## src/rtl/shbus_pkg.sv

```systemverilog
// Shared types for the multi-host shared bus arbiter.
// Assumes: used by the write path and read path state machines only.
package shbus_pkg;

    typedef enum logic [1:0] {
        WR_IDLE = 2'd0,
        WR_DATA = 2'd1,
        WR_RESP = 2'd2
    } wr_state_e;

    typedef enum logic {
        RD_IDLE = 1'b0,
        RD_BEAT = 1'b1
    } rd_state_e;

endpackage

```

## src/rtl/shbus_rr_pick.sv

```systemverilog
// Round-robin pick: returns the first requesting index at or after ptr,
// counting upward with wrap.
// Assumes: ptr < N_HOSTS. Purely combinational.
module shbus_rr_pick #(
    parameter int N_HOSTS = 3,
    localparam int HID_W = (N_HOSTS > 1) ? $clog2(N_HOSTS) : 1
) (
    input  logic [N_HOSTS-1:0] req,
    input  logic [HID_W-1:0]   ptr,
    output logic               any,
    output logic [HID_W-1:0]   pick
);

    // Scan from the farthest offset down so the nearest requester wins.
    always_comb begin
        any  = 1'b0;
        pick = '0;
        for (int k = N_HOSTS - 1; k >= 0; k--) begin
            int idx;
            idx = int'(ptr) + k;
            if (idx >= N_HOSTS) idx = idx - N_HOSTS;
            if (req[HID_W'(idx)]) begin
                any  = 1'b1;
                pick = HID_W'(idx);
            end
        end
    end

endmodule

```

## src/rtl/shbus_ram.sv

```systemverilog
// Byte memory behind the device port: one write port, one registered read
// port (one-cycle latency, output held until the next read enable).
// Assumes: addresses are reduced modulo DEPTH; a read and write of the same
// location in one cycle returns the old byte.
module shbus_ram #(
    parameter int ADDR_W = 32,
    parameter int DATA_W = 8,
    parameter int DEPTH  = 64,
    localparam int IDX_W = (DEPTH > 1) ? $clog2(DEPTH) : 1
) (
    input  logic              clk,
    input  logic              rst_n,
    input  logic              we,
    input  logic [ADDR_W-1:0] waddr,
    input  logic [DATA_W-1:0] wdata,
    input  logic              re,
    input  logic [ADDR_W-1:0] raddr,
    output logic [DATA_W-1:0] rdata
);

    logic [DATA_W-1:0] mem [DEPTH];
    logic [IDX_W-1:0]  widx;
    logic [IDX_W-1:0]  ridx;

    // Map full bus addresses onto storage locations.
    always_comb begin
        widx = IDX_W'(waddr % ADDR_W'(DEPTH));
        ridx = IDX_W'(raddr % ADDR_W'(DEPTH));
    end

    // Storage write port.
    always_ff @(posedge clk) begin
        if (we) mem[widx] <= wdata;
    end

    // Registered read port.
    always_ff @(posedge clk) begin
        if (!rst_n)  rdata <= '0;
        else if (re) rdata <= mem[ridx];
    end

endmodule

```

## src/rtl/shbus_wr_path.sv

```systemverilog
// Write side: round-robin grant of write requests, lock to the winner until
// its last data beat, then a held write response to the same host.
// Assumes: the owner index doubles as the transaction ID for routing.
module shbus_wr_path
    import shbus_pkg::*;
#(
    parameter int N_HOSTS = 3,
    parameter int ADDR_W  = 32,
    parameter int DATA_W  = 8,
    localparam int HID_W  = (N_HOSTS > 1) ? $clog2(N_HOSTS) : 1
) (
    input  logic                           clk,
    input  logic                           rst_n,
    input  logic [N_HOSTS-1:0]             wreq_valid,
    output logic [N_HOSTS-1:0]             wreq_ready,
    input  logic [N_HOSTS-1:0][ADDR_W-1:0] wreq_addr,
    input  logic [N_HOSTS-1:0]             wdat_valid,
    output logic [N_HOSTS-1:0]             wdat_ready,
    input  logic [N_HOSTS-1:0][DATA_W-1:0] wdat_data,
    input  logic [N_HOSTS-1:0]             wdat_last,
    output logic [N_HOSTS-1:0]             wrsp_valid,
    input  logic [N_HOSTS-1:0]             wrsp_ready,
    output logic                           mem_we,
    output logic [ADDR_W-1:0]              mem_addr,
    output logic [DATA_W-1:0]              mem_wdata
);

    wr_state_e         st;
    logic [HID_W-1:0]  owner;
    logic [HID_W-1:0]  ptr;
    logic [ADDR_W-1:0] addr_q;
    logic              any;
    logic [HID_W-1:0]  pick;
    logic              beat_ok;

    shbus_rr_pick #(.N_HOSTS(N_HOSTS)) u_pick (
        .req  (wreq_valid),
        .ptr  (ptr),
        .any  (any),
        .pick (pick)
    );

    // Steer handshakes to the winner or the current owner by state.
    always_comb begin
        wreq_ready = '0;
        wdat_ready = '0;
        wrsp_valid = '0;
        case (st)
            WR_IDLE: if (any) wreq_ready[pick] = 1'b1;
            WR_DATA: wdat_ready[owner] = 1'b1;
            WR_RESP: wrsp_valid[owner] = 1'b1;
            default: ;
        endcase
    end

    // Memory write strobe from the owner's accepted beat.
    always_comb begin
        beat_ok   = (st == WR_DATA) && wdat_valid[owner];
        mem_we    = beat_ok;
        mem_addr  = addr_q;
        mem_wdata = wdat_data[owner];
    end

    // Grant, lock, burst address and response sequencing.
    always_ff @(posedge clk) begin
        if (!rst_n) begin
            st     <= WR_IDLE;
            owner  <= '0;
            ptr    <= '0;
            addr_q <= '0;
        end else begin
            case (st)
                WR_IDLE: if (any) begin
                    owner  <= pick;
                    addr_q <= wreq_addr[pick];
                    ptr    <= (pick == HID_W'(N_HOSTS - 1)) ? '0 : pick + 1'b1;
                    st     <= WR_DATA;
                end
                WR_DATA: if (beat_ok) begin
                    addr_q <= addr_q + 1'b1;
                    if (wdat_last[owner]) st <= WR_RESP;
                end
                WR_RESP: if (wrsp_ready[owner]) st <= WR_IDLE;
                default: st <= WR_IDLE;
            endcase
        end
    end

endmodule

```

## src/rtl/shbus_rd_path.sv

```systemverilog
// Read side: round-robin grant of read requests, then length+1 beats from
// consecutive addresses returned to the requesting host.
// Assumes: memory read data arrives one cycle after mem_re and is held.
module shbus_rd_path
    import shbus_pkg::*;
#(
    parameter int N_HOSTS = 3,
    parameter int ADDR_W  = 32,
    parameter int LEN_W   = 2,
    localparam int HID_W  = (N_HOSTS > 1) ? $clog2(N_HOSTS) : 1
) (
    input  logic                           clk,
    input  logic                           rst_n,
    input  logic [N_HOSTS-1:0]             rreq_valid,
    output logic [N_HOSTS-1:0]             rreq_ready,
    input  logic [N_HOSTS-1:0][ADDR_W-1:0] rreq_addr,
    input  logic [N_HOSTS-1:0][LEN_W-1:0]  rreq_len,
    output logic [N_HOSTS-1:0]             rdat_valid,
    input  logic [N_HOSTS-1:0]             rdat_ready,
    output logic [N_HOSTS-1:0]             rdat_last,
    output logic                           mem_re,
    output logic [ADDR_W-1:0]              mem_raddr
);

    rd_state_e         st;
    logic [HID_W-1:0]  owner;
    logic [HID_W-1:0]  ptr;
    logic [ADDR_W-1:0] addr_q;
    logic [LEN_W-1:0]  cnt;
    logic              any;
    logic [HID_W-1:0]  pick;
    logic              take;

    shbus_rr_pick #(.N_HOSTS(N_HOSTS)) u_pick (
        .req  (rreq_valid),
        .ptr  (ptr),
        .any  (any),
        .pick (pick)
    );

    // Request grant and beat routing by owner ID.
    always_comb begin
        rreq_ready = '0;
        rdat_valid = '0;
        rdat_last  = '0;
        if (st == RD_IDLE) begin
            if (any) rreq_ready[pick] = 1'b1;
        end else begin
            rdat_valid[owner] = 1'b1;
            rdat_last[owner]  = (cnt == '0);
        end
    end

    // Memory read issue: on grant, and on each taken beat that is not final.
    always_comb begin
        take      = (st == RD_BEAT) && rdat_ready[owner];
        mem_re    = ((st == RD_IDLE) && any) || (take && (cnt != '0));
        mem_raddr = (st == RD_IDLE) ? rreq_addr[pick] : addr_q;
    end

    // Grant, beat counting and next-address tracking.
    always_ff @(posedge clk) begin
        if (!rst_n) begin
            st     <= RD_IDLE;
            owner  <= '0;
            ptr    <= '0;
            addr_q <= '0;
            cnt    <= '0;
        end else begin
            case (st)
                RD_IDLE: if (any) begin
                    owner  <= pick;
                    addr_q <= rreq_addr[pick] + 1'b1;
                    cnt    <= rreq_len[pick];
                    ptr    <= (pick == HID_W'(N_HOSTS - 1)) ? '0 : pick + 1'b1;
                    st     <= RD_BEAT;
                end
                RD_BEAT: if (take) begin
                    if (cnt == '0) begin
                        st <= RD_IDLE;
                    end else begin
                        cnt    <= cnt - 1'b1;
                        addr_q <= addr_q + 1'b1;
                    end
                end
                default: st <= RD_IDLE;
            endcase
        end
    end

endmodule

```

## src/rtl/shbus_top.sv

```systemverilog
// Multi-host shared bus arbiter with a byte memory as the single device.
// Independent write and read arbitration; responses routed by host ID.
// Assumes: N_HOSTS >= 2; synchronous active-low reset.
module shbus_top #(
    parameter int N_HOSTS = 3,
    parameter int ADDR_W  = 32,
    parameter int DATA_W  = 8,
    parameter int LEN_W   = 2,
    parameter int DEPTH   = 64
) (
    input  logic                           clk,
    input  logic                           rst_n,
    input  logic [N_HOSTS-1:0]             wreq_valid,
    output logic [N_HOSTS-1:0]             wreq_ready,
    input  logic [N_HOSTS-1:0][ADDR_W-1:0] wreq_addr,
    input  logic [N_HOSTS-1:0]             wdat_valid,
    output logic [N_HOSTS-1:0]             wdat_ready,
    input  logic [N_HOSTS-1:0][DATA_W-1:0] wdat_data,
    input  logic [N_HOSTS-1:0]             wdat_last,
    output logic [N_HOSTS-1:0]             wrsp_valid,
    input  logic [N_HOSTS-1:0]             wrsp_ready,
    output logic [N_HOSTS-1:0]             wrsp_done,
    input  logic [N_HOSTS-1:0]             rreq_valid,
    output logic [N_HOSTS-1:0]             rreq_ready,
    input  logic [N_HOSTS-1:0][ADDR_W-1:0] rreq_addr,
    input  logic [N_HOSTS-1:0][LEN_W-1:0]  rreq_len,
    output logic [N_HOSTS-1:0]             rdat_valid,
    input  logic [N_HOSTS-1:0]             rdat_ready,
    output logic [N_HOSTS-1:0][DATA_W-1:0] rdat_data,
    output logic [N_HOSTS-1:0]             rdat_last
);

    logic              mem_we;
    logic [ADDR_W-1:0] mem_waddr;
    logic [DATA_W-1:0] mem_wdata;
    logic              mem_re;
    logic [ADDR_W-1:0] mem_raddr;
    logic [DATA_W-1:0] mem_rdata;

    shbus_wr_path #(
        .N_HOSTS(N_HOSTS), .ADDR_W(ADDR_W), .DATA_W(DATA_W)
    ) u_wr (
        .clk        (clk),
        .rst_n      (rst_n),
        .wreq_valid (wreq_valid),
        .wreq_ready (wreq_ready),
        .wreq_addr  (wreq_addr),
        .wdat_valid (wdat_valid),
        .wdat_ready (wdat_ready),
        .wdat_data  (wdat_data),
        .wdat_last  (wdat_last),
        .wrsp_valid (wrsp_valid),
        .wrsp_ready (wrsp_ready),
        .mem_we     (mem_we),
        .mem_addr   (mem_waddr),
        .mem_wdata  (mem_wdata)
    );

    shbus_rd_path #(
        .N_HOSTS(N_HOSTS), .ADDR_W(ADDR_W), .LEN_W(LEN_W)
    ) u_rd (
        .clk        (clk),
        .rst_n      (rst_n),
        .rreq_valid (rreq_valid),
        .rreq_ready (rreq_ready),
        .rreq_addr  (rreq_addr),
        .rreq_len   (rreq_len),
        .rdat_valid (rdat_valid),
        .rdat_ready (rdat_ready),
        .rdat_last  (rdat_last),
        .mem_re     (mem_re),
        .mem_raddr  (mem_raddr)
    );

    shbus_ram #(
        .ADDR_W(ADDR_W), .DATA_W(DATA_W), .DEPTH(DEPTH)
    ) u_ram (
        .clk   (clk),
        .rst_n (rst_n),
        .we    (mem_we),
        .waddr (mem_waddr),
        .wdata (mem_wdata),
        .re    (mem_re),
        .raddr (mem_raddr),
        .rdata (mem_rdata)
    );

    // Fan the shared read byte and the completion bit out to every host.
    for (genvar h = 0; h < N_HOSTS; h++) begin : g_host_out
        assign rdat_data[h] = mem_rdata;
        assign wrsp_done[h] = wrsp_valid[h];
    end

endmodule

```

## config.mk

```make
export PLATFORM = sky130hd
export DESIGN_NAME = shbus_top
export DESIGN_NICKNAME = d
export VERILOG_FILES = /design/src/rtl/shbus_pkg.sv /design/src/rtl/shbus_rr_pick.sv /design/src/rtl/shbus_ram.sv /design/src/rtl/shbus_wr_path.sv /design/src/rtl/shbus_rd_path.sv /design/src/rtl/shbus_top.sv
export SDC_FILE = /design/constraint.sdc
export NUM_CORES = 1
export LEC_CHECK = 0
export ABC_CLOCK_PERIOD_IN_PS = 9240
export BUFFER_PORTS_ARGS = -buffer_cell sky130_fd_sc_hd__buf_2
export CORE_UTILIZATION = 33
export CTS_BUF_LIST = sky130_fd_sc_hd__clkbuf_4 sky130_fd_sc_hd__clkbuf_8
export CTS_CLUSTER_SIZE = 28
export DETAILED_ROUTE_END_ITERATION = 6
export SYNTH_ARGS = -nofsm -noshare
export SYNTH_HDL_FRONTEND = slang
export SYNTH_SLANG_ARGS = --single-unit
```

## constraint.sdc

```tcl
create_clock -name clk -period 9.24 [get_ports clk]
set_input_delay 0.462 -clock clk [delete_from_list [all_inputs] [get_ports clk]]
set_output_delay 0.462 -clock clk [all_outputs]
set_load 0.01 [all_outputs]
```

==> out/qor.csv <==
metric,value,unit
fin_skew,0.01988,ns
die_h,266.7,microns
hold_class,input port to flip-flop,
setup_viol,0,
seq_area_frac_synth,69.33,%
numCtsBuffers,89,
ir_drop,228.5,uV
critical_path_required,9.82,ns
final.period_utilization,60.49,%
drt_pre_antenna_iters,5,
crit_chain,"inv_1, ha_1, mux2_2, o2bb2ai_1, a211o_1, o211a_1, o211a_4, inv_6, buf_4, nand2_1, a22o_1, a2111oi_0, nor4_1, o2bb2ai_1",
postCtsResizedCells,0,
fill_cells,6622,
final_common_cell,edfxtp_1,
synth_top_cell_by_area,edfxtp_1,
worst_hold_startpoint,rst_n,
p_leak,9.230,nW
r2r_slack,3.65,ns
ys_ff_latch,545,
grt.overflow.total,0,
tns,0,ns
cts_buffer_depth,3,
use_met3,3.266,%
cts.clk_slew.worst_paths,0.06,ns
maxCapViolCount,0,
synth_area_leaders,"edfxtp_1 66%, nand2_1 7.6%, dfxtp_1 2.9%",
clockRootBuffer,clkbuf_8,
synth_area,23130,sq um
htreeDepth,3,
multiInputGateArea,6420,sq um
yosys_warnings,0,
grtUsageTotal,16.85,%
cts_tree,yes,
regArea,16040,sq um
fin_nets,2240,
drtIter0Drc,1356,
drc,0,
crit_type,flip-flop to flip-flop,
viasPerCell,5.134,
final_cell_mix,"512 x edfxtp_1, 467 x nand2_1, 130 x buf_2",
hpwlAfterDp,35.59,mm
post_cts_buffers,0,
layout-drive-gt1-share,16.22,%
critPathMostFrequentCell,o2bb2ai_1,
crit_path_start_kind,flip-flop,
status,"finished, final reports clean",
post-place-ws,3.773,ns
worstSkewPairLatency,0.66,ns
min_to,u_rd.st,
critical_path.max_stage_delay,0.92,ns
layout_min_cycle_time,5.589,ns
finalHoldViolCount,0,
ant_nets,0,
wl,59.77,mm
worstPathMaxFanout,133,
tightest_slew,1.075,ns
holdPathStages,3,
final_area,26350,sq um
synth_cell_types,74,
p_per_area,327.6,nW/um^2
relSlewSlack,28.36,%
grtUsageMet2,27.77,%
syn-num-nets,2130,
grt_use_met1,22.61,%
cts_sinks,545,
synthArstFlopShare,0,%
r2r-start,u_rd.ptr[1],
syn_inst,1880,
antenna_found_initial,4,
hold_slack,0.1133,ns
grt.busiest_layer,met2,
syn_area_per_cell,12.30,sq um
core,68950,sq um
r2r-end,u_ram.rdata[0],
slowest_stage,a2111oi_0,
synth_edf_count,512,
ios,287,
rsz0062_at_grt,false,
wl_per_cell,19.94,microns
syn_to_final_growth,13.90,%
placed_cell_area,24510,sq um
die_w,266.7,microns
grt_first_pass_wirelength,91.04,mm
setup_ws,3.651,ns
grt_max_degree,134,
grt_pass1_vias,15100,
crit_arrival,6.17,ns
max_freq,0.1789,GHz
portBuffers,130,
synth_top_area_share,66.47,%
synth_ff_type,edfxtp_1,
place.gp.congestion,0.8539,
postCtsHoldBufs,0,
die_area,71150,sq um
endpoint_kind,flip-flop,
via_count,15390,
maxSlewViolCount,0,
r2r_cells,14,
start_util,33.55,%
row_count,96,
==> registers in the layout, summed over array words and instances, names as in the netlist <==
signal         cells
u_wr.owner         2
u_wr.ptr           2
u_rd.addr_q        6
u_rd.owner         2
u_rd.st            1
u_ram.rdata        8
u_rd.cnt           2
u_rd.ptr           2
u_wr.mem_addr      6
u_wr.st            2
u_ram.mem        512
==> how the worst max path moves through the flow <==
stage	end	slack, ns	cells after the start	start
2_1_floorplan	u_ram.mem[0][0]	4.86	4	u_wr.owner[0]
3_3_place_gp	u_ram.rdata[0]	3.85	13	u_rd.ptr[0]
3_5_place_dp	u_ram.rdata[0]	3.77	14	u_rd.ptr[1]
4_1_cts	u_ram.rdata[0]	3.75	14	u_rd.ptr[1]
5_1_grt	u_ram.rdata[0]	3.30	13	u_rd.ptr[0]
6_report	u_ram.rdata[0]	3.65	14	u_rd.ptr[1]
==> worst max-delay path, delay by kind of cell, from the launching register on <==
family,cells,cell delay (ns)
adder cells (fa/ha/maj),1,0.46
AND/OR/NAND/NOR,2,0.24
AO/OA/AOI/OAI,7,2.34
flip-flops,1,0.37
buffers and inverters,3,1.58
multiplexers,1,0.41
==> layout make-up <==
type | instances | area share [%]
multi-input cells | 1185 | 24.37
clock inverters | 27 | 0.6411
clock buffers | 139 | 6.312
inverters | 16 | 0.2470
diodes | 2 | 0.01900
well taps | 931 | 4.422
flip-flops and latches | 545 | 60.87
repair buffers | 153 | 3.125
==> cell usage after synthesis (5+ instances only) <==
cell type and number:
a32oi_1 9, o21bai_1 7, a41oi_1 7, a221oi_1 23, a21oi_1 93, dfxtp_1 33, nor2_1 120, and3_1 44
a221o_1 7, a21o_1 8, mux2i_1 46, nand2b_1 8, inv_1 14, nor2b_1 8, buf_2 53, nand3b_1 5
o21ai_0 22, a311oi_1 32, nand4_1 8, buf_1 5, a31oi_1 35, a211oi_1 6, buf_4 31, and2_1 6
ha_1 8, a22oi_1 11, nand2_1 467, nor3_1 14, nand3_1 124, edfxtp_1 512, a31o_1 7, clkbuf_1 38
buf_6 7
==> logic make-up after synthesis <==
logic type,Yosys count,synth area share (%)
compound gates,307,9.342
xor+xnor,4,0.1515
fa+ha+maj,10,0.5193
buf+inv,150,3.462
flops,545,69.33
mux,48,2.104
simple gates,816,15.09
==> report_power, final <==
part / leakage, nW / internal [mW] / total, mW / switching (mW)
clock: 0.973 / 1.18 / 2.13 / 0.949
combinational: 3.38 / 1.02 / 3.51 / 2.49
sequential: 4.88 / 2.90 / 2.99 / 0.0937
total: 9.23 / 5.10 / 8.63 / 3.53
==> routing by layer <==
metal	vias to the layer above	routed length [microns]
met1	7577	25850
met4	0	1148
met5	-	0
met2	549	28720
li1	7175	-
met3	92	4050
==> per-stage QoR <==
step | util (%) | power (mW) | instances
floorplan | - | 5.508 | 1880
global placement | 35.55 | 6.491 | 2830
detailed placement | 35.55 | 6.552 | 2830
CTS | 38.20 | 8.664 | 2996
global route | 38.21 | 9.097 | 2997
finish | 38.21 | 8.630 | 2998
(Power assumes the default switching activity.)
